`config.mk`:
```
export PLATFORM = sky130hd
export DESIGN_NAME = cfg_index_port
export DESIGN_NICKNAME = d
export VERILOG_FILES = /design/src/rtl/cfgp_pkg.sv /design/src/rtl/cfgp_ctrl.sv /design/src/rtl/cfgp_wr_filter.sv /design/src/rtl/cfgp_datapath.sv /design/src/rtl/cfg_index_port.sv
export SDC_FILE = /design/constraint.sdc
export NUM_CORES = 2
export LEC_CHECK = 0
export BUFFER_PORTS_ARGS = -buffer_cell sky130_fd_sc_hd__buf_2
export CAP_MARGIN = 0
export CELL_PAD_IN_SITES_DETAIL_PLACEMENT = 0
export CELL_PAD_IN_SITES_GLOBAL_PLACEMENT = 2
export CORE_MARGIN = 2
export CORE_UTILIZATION = 40
export DETAILED_ROUTE_END_ITERATION = 10
export GPL_ROUTABILITY_DRIVEN = 1
export PLACE_DENSITY = 0.71
export SYNTH_ARGS = -nofsm -noshare
export SYNTH_HDL_FRONTEND = slang
export SYNTH_SLANG_ARGS = --single-unit
```
`constraint.sdc`:
```
create_clock -name clk -period 6 [get_ports clk]
set_clock_uncertainty 0.2 [all_clocks]
set_input_delay 0.3 -clock clk [delete_from_list [all_inputs] [get_ports clk]]
set_output_delay 0.3 -clock clk [all_outputs]
set_load 0.02 [all_outputs]
```
`src/rtl/cfgp_pkg.sv`:
```
package cfgp_pkg;

  typedef struct packed {
    logic idxLoad;
    logic dataWr;
    logic rdAccept;
  } cfgp_strb_t;

  typedef enum logic [1:0] {
    WR_LOCKED = 2'd0,
    WR_OPEN   = 2'd1,
    WR_KEYED  = 2'd2
  } wr_class_e;

  function automatic wr_class_e classOf(input logic [7:0] idx);
    wr_class_e c;
    c = WR_LOCKED;
    if (idx >= 8'hE0) begin
      case (idx)
        8'hE0, 8'hE1, 8'hE2, 8'hE3, 8'hE6,
        8'hEE, 8'hEF, 8'hF0, 8'hF1, 8'hF2,
        8'hF4, 8'hF6, 8'hF8, 8'hFC: c = WR_OPEN;
        8'hE7, 8'hE8:               c = WR_KEYED;
        default:                    c = WR_LOCKED;
      endcase
    end
    return c;
  endfunction

  function automatic logic [7:0] keyOf(input logic [7:0] idx);
    return (idx == 8'hE7) ? 8'hFE : 8'hBE;
  endfunction

  function automatic logic [7:0] resetValueOf(input logic [7:0] idx);
    logic [7:0] v;
    case (idx)
      8'hE0:   v = 8'h3C;
      8'hE2:   v = 8'h03;
      8'hE3:   v = 8'hFC;
      8'hE6:   v = 8'hDE;
      8'hE7:   v = 8'hFE;
      8'hE8:   v = 8'hBE;
      default: v = 8'h00;
    endcase
    return v;
  endfunction

endpackage

```
`src/rtl/cfgp_ctrl.sv`:
```
module cfgp_ctrl
  import cfgp_pkg::*;
#(
  parameter int ADDR_W = 16,
  parameter logic [ADDR_W-1:0] BASE_ADDR = 16'h03F0
) (
  input  logic              clk,
  input  logic              rstN,
  input  logic              portEn,
  input  logic [ADDR_W-1:0] addr,
  input  logic              wrEn,
  input  logic              rdEn,
  output cfgp_strb_t        strb
);
  localparam logic [ADDR_W-1:0] DATA_ADDR = BASE_ADDR + 1'b1;

  logic hitIdx, hitDat;

  always_comb begin
    hitIdx        = (addr == BASE_ADDR);
    hitDat        = (addr == DATA_ADDR);
    strb.idxLoad  = portEn && wrEn && hitIdx;
    strb.dataWr   = portEn && wrEn && hitDat;
    strb.rdAccept = portEn && rdEn && (hitIdx || hitDat);
  end


  disabled_quiet_chk: assert property (@(posedge clk) disable iff (!rstN)
    !portEn |-> (strb == '0));


  foreign_addr_chk: assert property (@(posedge clk) disable iff (!rstN)
    (addr != BASE_ADDR && addr != DATA_ADDR) |-> (strb == '0));

endmodule

```
`src/rtl/cfgp_wr_filter.sv`:
```
module cfgp_wr_filter
  import cfgp_pkg::*;
(
  input  logic       clk,
  input  logic       rstN,
  input  logic       dataWr,
  input  logic [7:0] idx,
  input  logic [7:0] wdata,
  output logic       wrAccept
);
  wr_class_e cls;

  always_comb begin
    cls = classOf(idx);
    unique case (cls)
      WR_OPEN:  wrAccept = dataWr;
      WR_KEYED: wrAccept = dataWr && (wdata == keyOf(idx));
      default:  wrAccept = 1'b0;
    endcase
  end


  keyed_value_chk: assert property (@(posedge clk) disable iff (!rstN)
    (wrAccept && (idx == 8'hE7 || idx == 8'hE8)) |->
      (wdata == ((idx == 8'hE7) ? 8'hFE : 8'hBE)));


  locked_range_chk: assert property (@(posedge clk) disable iff (!rstN)
    (idx < 8'hE0) |-> !wrAccept);

endmodule

```
`src/rtl/cfgp_datapath.sv`:
```
module cfgp_datapath
  import cfgp_pkg::*;
#(
  parameter int IDX_W = 8
) (
  input  logic       clk,
  input  logic       rstN,
  input  cfgp_strb_t strb,
  input  logic [7:0] wdata,
  output logic [7:0] rdata,
  output logic       rdHit
);
  localparam int NUM_REGS = 1 << IDX_W;

  logic [IDX_W-1:0] idxQ;
  logic [7:0]       regQ [NUM_REGS];
  logic             wrAccept;
  logic [NUM_REGS-1:0] entryWe;
  logic [7:0]       selByte;

  cfgp_wr_filter u_filter (
    .clk      (clk),
    .rstN     (rstN),
    .dataWr   (strb.dataWr),
    .idx      (8'(idxQ)),
    .wdata    (wdata),
    .wrAccept (wrAccept)
  );

  for (genvar g = 0; g < NUM_REGS; g++) begin : g_we
    assign entryWe[g] = wrAccept && (idxQ == IDX_W'(g));
  end

  assign selByte = regQ[idxQ];

  always_ff @(posedge clk) begin
    if (!rstN) begin
      idxQ <= '0;
    end else if (strb.idxLoad) begin
      idxQ <= IDX_W'(wdata);
    end
  end

  always_ff @(posedge clk) begin
    for (int i = 0; i < NUM_REGS; i++) begin
      if (!rstN) begin
        regQ[i] <= resetValueOf(8'(i));
      end else if (entryWe[i]) begin
        regQ[i] <= wdata;
      end
    end
  end

  always_ff @(posedge clk) begin
    if (!rstN) begin
      rdata <= 8'hFF;
      rdHit <= 1'b0;
    end else begin
      rdata <= strb.rdAccept ? selByte : 8'hFF;
      rdHit <= strb.rdAccept;
    end
  end


  index_hold_chk: assert property (@(posedge clk) disable iff (!rstN)
    !strb.idxLoad |=> $stable(idxQ));


  rejected_hold_chk: assert property (@(posedge clk) disable iff (!rstN)
    (strb.dataWr && !wrAccept) |=> $stable(selByte));


  read_hit_chk: assert property (@(posedge clk) disable iff (!rstN)
    strb.rdAccept |=> rdHit);


  idle_read_chk: assert property (@(posedge clk) disable iff (!rstN)
    !strb.rdAccept |=> (rdata == 8'hFF && !rdHit));

endmodule

```
`src/rtl/cfg_index_port.sv`:
```
module cfg_index_port
  import cfgp_pkg::*;
#(
  parameter int ADDR_W = 16,
  parameter logic [ADDR_W-1:0] BASE_ADDR = 16'h03F0,
  parameter int IDX_W = 8
) (
  input  logic              clk,
  input  logic              rstN,
  input  logic              portEn,
  input  logic [ADDR_W-1:0] addr,
  input  logic              wrEn,
  input  logic              rdEn,
  input  logic [7:0]        wdata,
  output logic [7:0]        rdata,
  output logic              rdHit
);
  cfgp_strb_t strb;

  cfgp_ctrl #(.ADDR_W(ADDR_W), .BASE_ADDR(BASE_ADDR)) u_ctrl (
    .clk    (clk),
    .rstN   (rstN),
    .portEn (portEn),
    .addr   (addr),
    .wrEn   (wrEn),
    .rdEn   (rdEn),
    .strb   (strb)
  );

  cfgp_datapath #(.IDX_W(IDX_W)) u_dp (
    .clk   (clk),
    .rstN  (rstN),
    .strb  (strb),
    .wdata (wdata),
    .rdata (rdata),
    .rdHit (rdHit)
  );

endmodule

```
==> qor.txt <==
Antenna violations before repair: 24
Initial core utilization: 40.1%
Register bit count reported by yosys: 2065
Number of warning messages in the yosys log: 0
Type of the worst min-delay path: in -> reg
Synthesized Nets: 6298
Power after layout: 31.9 mW
Count of pins over their slew limit: 0
Largest net degree at the start of global routing: 122
Combinational group share of total power: 3.8%
Upper clock frequency limit: 200 MHz
Reg2reg path depth: 11
Cell chosen for the clock root: sky130_fd_sc_hd__clkbuf_16
Post-Syn Instances: 6267
# placed instances: 9176
Setup TNS after final layout: 0 ps
Final critical delay including setup and external delays: 4990 ps
GRT Resource Usage Total: 31.5%
Post-synthesis cell area: 90900 sq um
Drt first pass iters: 8
Count of input and output buffers: 37
Source-to-sink clock delay at the later pin of the worst-skew pair: 910 ps
Element type at the critical path end: flop
Measured slew at the worst slew-check pin: 1230 ps
Last weighted congestion value of the routability-driven placer: 1.00
Number of violations of the max-capacitance limit: 0
CTS tree: done
Layout Cells excl Fill: 9585
Number of fill cells: 19906
Die extent in y: 481 um
Buffer depth of the longest clock path: 3
Chip Width: 481 um
Layout Area Growth over Synthesis: 13.6%
Number of enable-type register cells in the synthesized netlist: 2048
I/O pin total: 38
Worst endpoint data arrival time: 5310 ps
Row count: 175
Post-cts resize count: 0
Fraction of layout cells with a size suffix above 1: 21.3%
Worst supply voltage drop on vdd: 277 uV
Reg clk slew, reported paths: 70 ps
Final Hold Fails: 0
Critical Setup Path Class: reg -> reg
Library cell occupying the most area in the post-synthesis netlist: sky130_fd_sc_hd__edfxtp_1
DRC viols: 0
Total core area: 227000 sq um
Overall die area: 231000 sq um
Via count of the first global-routing pass: 56021
Proportion of netlist area held by the largest area contributor: 67.6%
Sequential group share of total power: 52.6%
Leading cell types by total area after synthesis: sky130_fd_sc_hd__edfxtp_1, sky130_fd_sc_hd__mux4_2, sky130_fd_sc_hd__nor2_1, sky130_fd_sc_hd__o21ai_0, sky130_fd_sc_hd__mux2i_1
Prevailing post-synth register cell: sky130_fd_sc_hd__edfxtp_1
Kind of start point of the critical path: flop
Min-Delay Path Depth: 3
Highest fanout seen on the critical path: 54
Average cell area after synthesis: 14.5 sq um
Net load switching power: 6.95 mW
Switching share of total power: 21.8%
Final HPWL from detailed placement: 245000 um
Number of hold-repair buffers added at the cts stage: 11
# H-tree levels: 4
Final Setup Violations: 0
Routed wire length: 366000 um
Distinct cell type count of the synthesized netlist: 59
Headroom to the max-slew limit: 18.0%
Result of the run: finished clean
RSZ-0062 raised after global routing: no
Post-CTS setup-driven buffer insertion count: 0
Internal power contribution: 24.9 mW
Power share of the clock group: 43.7%
Total power divided by cell area: 309 nW/um^2
Proportion of synthesized chip area in sequential cells: 68.0%
Grt total ovfl: 0
Num CTS Buffers: 211
DR WL/cell: 38.2 um
Leakage power summed over all cells: 30.5 nW
Sinks on the clock net: 2065
Vias: 59807
Synth async-reset ratio: 0%
Final Cycle Share: 83.2%
Initial DRC Count: 10610
Number of routed nets with antenna violations: 0
Via-per-instance ratio: 6.24
Required arrival time at the worst endpoint: 6310 ps
Total Nets Final: 6422
First-pass GRT wire length: 493000 um
[final cells by class]
cell class                      instances  area (sq um)  area share, %
Inverter                                6          22.5         0.0218
Clock inverter                        142          1720           1.66
Timing Repair Buffer                  498          4030           3.90
Sequential cell                      2065         61900           59.9
Multi-Input combinational cell       3609         26400           25.6
Antenna cell                            7          17.5         0.0170
Clock buffer                          249          5470           5.29
Tap cell                             3009          3760           3.64
[layer usage]
metal  global-route usage (%)  part of all wire, %  vias up
li1                         -                    -    23399
met1                     44.8                   39    31645
met2                     46.6                   44     4184
met3                     8.20                   12      575
met4                     11.7                  4.1        4
met5                        0                0.053        -
[worst max-delay path: stages (launching register included)]
cell and delay, ps:
sky130_fd_sc_hd__dfxtp_1 670, sky130_fd_sc_hd__nand4b_1 540, sky130_fd_sc_hd__o22ai_1 200, sky130_fd_sc_hd__inv_1 110, sky130_fd_sc_hd__ha_1 150, sky130_fd_sc_hd__nand4b_1 110, sky130_fd_sc_hd__nor2_1 150, sky130_fd_sc_hd__a31o_1 200
sky130_fd_sc_hd__and3_2 220, sky130_fd_sc_hd__buf_4 420, sky130_fd_sc_hd__nand2_4 500, sky130_fd_sc_hd__o21ai_0 1080
[state kept, by name (all words and copies together), names as in the netlist]
register and cells:
u_dp.regQ 2048, u_dp.idxQ 8, u_dp.rdata 8, u_dp.rdHit 1
[Yosys cell counts (21+ instances only)]
cell type and count:
sky130_fd_sc_hd__nand2b_1 21, sky130_fd_sc_hd__a22oi_1 62, sky130_fd_sc_hd__nor2_1 2018, sky130_fd_sc_hd__mux2i_1 119
sky130_fd_sc_hd__mux4_2 557, sky130_fd_sc_hd__buf_2 223, sky130_fd_sc_hd__nand2_1 275, sky130_fd_sc_hd__o21ai_0 253
sky130_fd_sc_hd__and2_1 35, sky130_fd_sc_hd__buf_4 47, sky130_fd_sc_hd__edfxtp_1 2048, sky130_fd_sc_hd__clkbuf_1 277
sky130_fd_sc_hd__nand3_1 23, sky130_fd_sc_hd__or3_1 23
[stage by stage]
step / hold WS [ps] / area (sq um) / setup WS [ps] / util [%]
floorplan: 384 / 90900 / 1470 / -
global placement: 496 / 96000 / 708 / 42.4
detailed placement: 516 / 96000 / 1170 / 42.4
CTS: 40.7 / 103000 / 1140 / 45.6
global route: 56.9 / 103000 / 912 / 45.6
finish: 109 / 103000 / 1010 / 45.6
[final timing paths]
kind	start	end	slack, ps
max	u_dp.idxQ[4]	u_dp.regQ[75][5]	1010
min	rdEn	u_dp.rdHit	110
max reg2reg	u_dp.idxQ[4]	u_dp.regQ[75][5]	1010
min reg2reg	u_dp.idxQ[0]	u_dp.idxQ[0]	540
[cells by family (layout without fill, tap and decap cells)]
group                    after synthesis  count (layout)  share of synthesized area [%]
buffers and inverters                593             895                           3.13
multiplexers                         681             681                           15.2
AND/OR/NAND/NOR                     2502            2502                           10.9
flip-flops                          2065            2065                           68.0
adder cells (fa/ha/maj)                2               2                         0.0275
AO/OA/AOI/OAI                        424             424                           2.76
other                                  0               7                              0
[placed cells by master, fill, tap and decap left out, types with 6 or more instances in the layout]
cell type / Yosys / routed
sky130_fd_sc_hd__nand2_1: 275 / 264
sky130_fd_sc_hd__a2111oi_0: 9 / 7
sky130_fd_sc_hd__buf_12: 0 / 28
sky130_fd_sc_hd__dlygate4sd3_1: 0 / 11
sky130_fd_sc_hd__a221oi_1: 9 / 9
sky130_fd_sc_hd__o21ai_1: 9 / 10
sky130_fd_sc_hd__or3_1: 23 / 23
sky130_fd_sc_hd__bufinv_16: 0 / 35
sky130_fd_sc_hd__clkinv_1: 0 / 53
sky130_fd_sc_hd__clkbuf_1: 277 / 36
sky130_fd_sc_hd__buf_4: 47 / 421
sky130_fd_sc_hd__nor2_1: 2018 / 2015
sky130_fd_sc_hd__clkbuf_16: 0 / 213
sky130_fd_sc_hd__mux4_2: 557 / 557
sky130_fd_sc_hd__and2_1: 35 / 35
sky130_fd_sc_hd__clkinv_2: 0 / 32
sky130_fd_sc_hd__dfxtp_1: 17 / 12
sky130_fd_sc_hd__nor3_1: 17 / 16
sky130_fd_sc_hd__nand3_1: 23 / 21
sky130_fd_sc_hd__inv_1: 6 / 6
sky130_fd_sc_hd__clkinvlp_4: 0 / 8
sky130_fd_sc_hd__mux2i_1: 119 / 119
sky130_fd_sc_hd__nand2_4: 0 / 14
sky130_fd_sc_hd__nand4b_1: 7 / 7
sky130_fd_sc_hd__and3_1: 20 / 19
sky130_fd_sc_hd__a211oi_1: 12 / 12
sky130_fd_sc_hd__o22ai_1: 18 / 18
sky130_fd_sc_hd__diode_2: 0 / 7
sky130_fd_sc_hd__a22oi_1: 62 / 62
sky130_fd_sc_hd__a22o_1: 11 / 11
sky130_fd_sc_hd__nand4_1: 12 / 12
sky130_fd_sc_hd__nor2b_1: 15 / 12
sky130_fd_sc_hd__nand2b_1: 21 / 21
sky130_fd_sc_hd__o21ai_0: 253 / 252
sky130_fd_sc_hd__edfxtp_1: 2048 / 2048
sky130_fd_sc_hd__buf_2: 223 / 37
sky130_fd_sc_hd__a21oi_1: 20 / 20
[power by group through the flow]
stage          combinational [mW]  clock (mW)  sequential [mW]
3_5_place_dp                 1.15           0             17.0
2_1_floorplan               0.571           0             16.9
6_report                     1.20        13.9             16.8
4_1_cts                      1.17        14.0             16.8
3_3_place_gp                 1.15           0             17.0
5_1_grt                      1.22        14.5             16.8
Note: power is estimated with default switching activity, not from simulation.
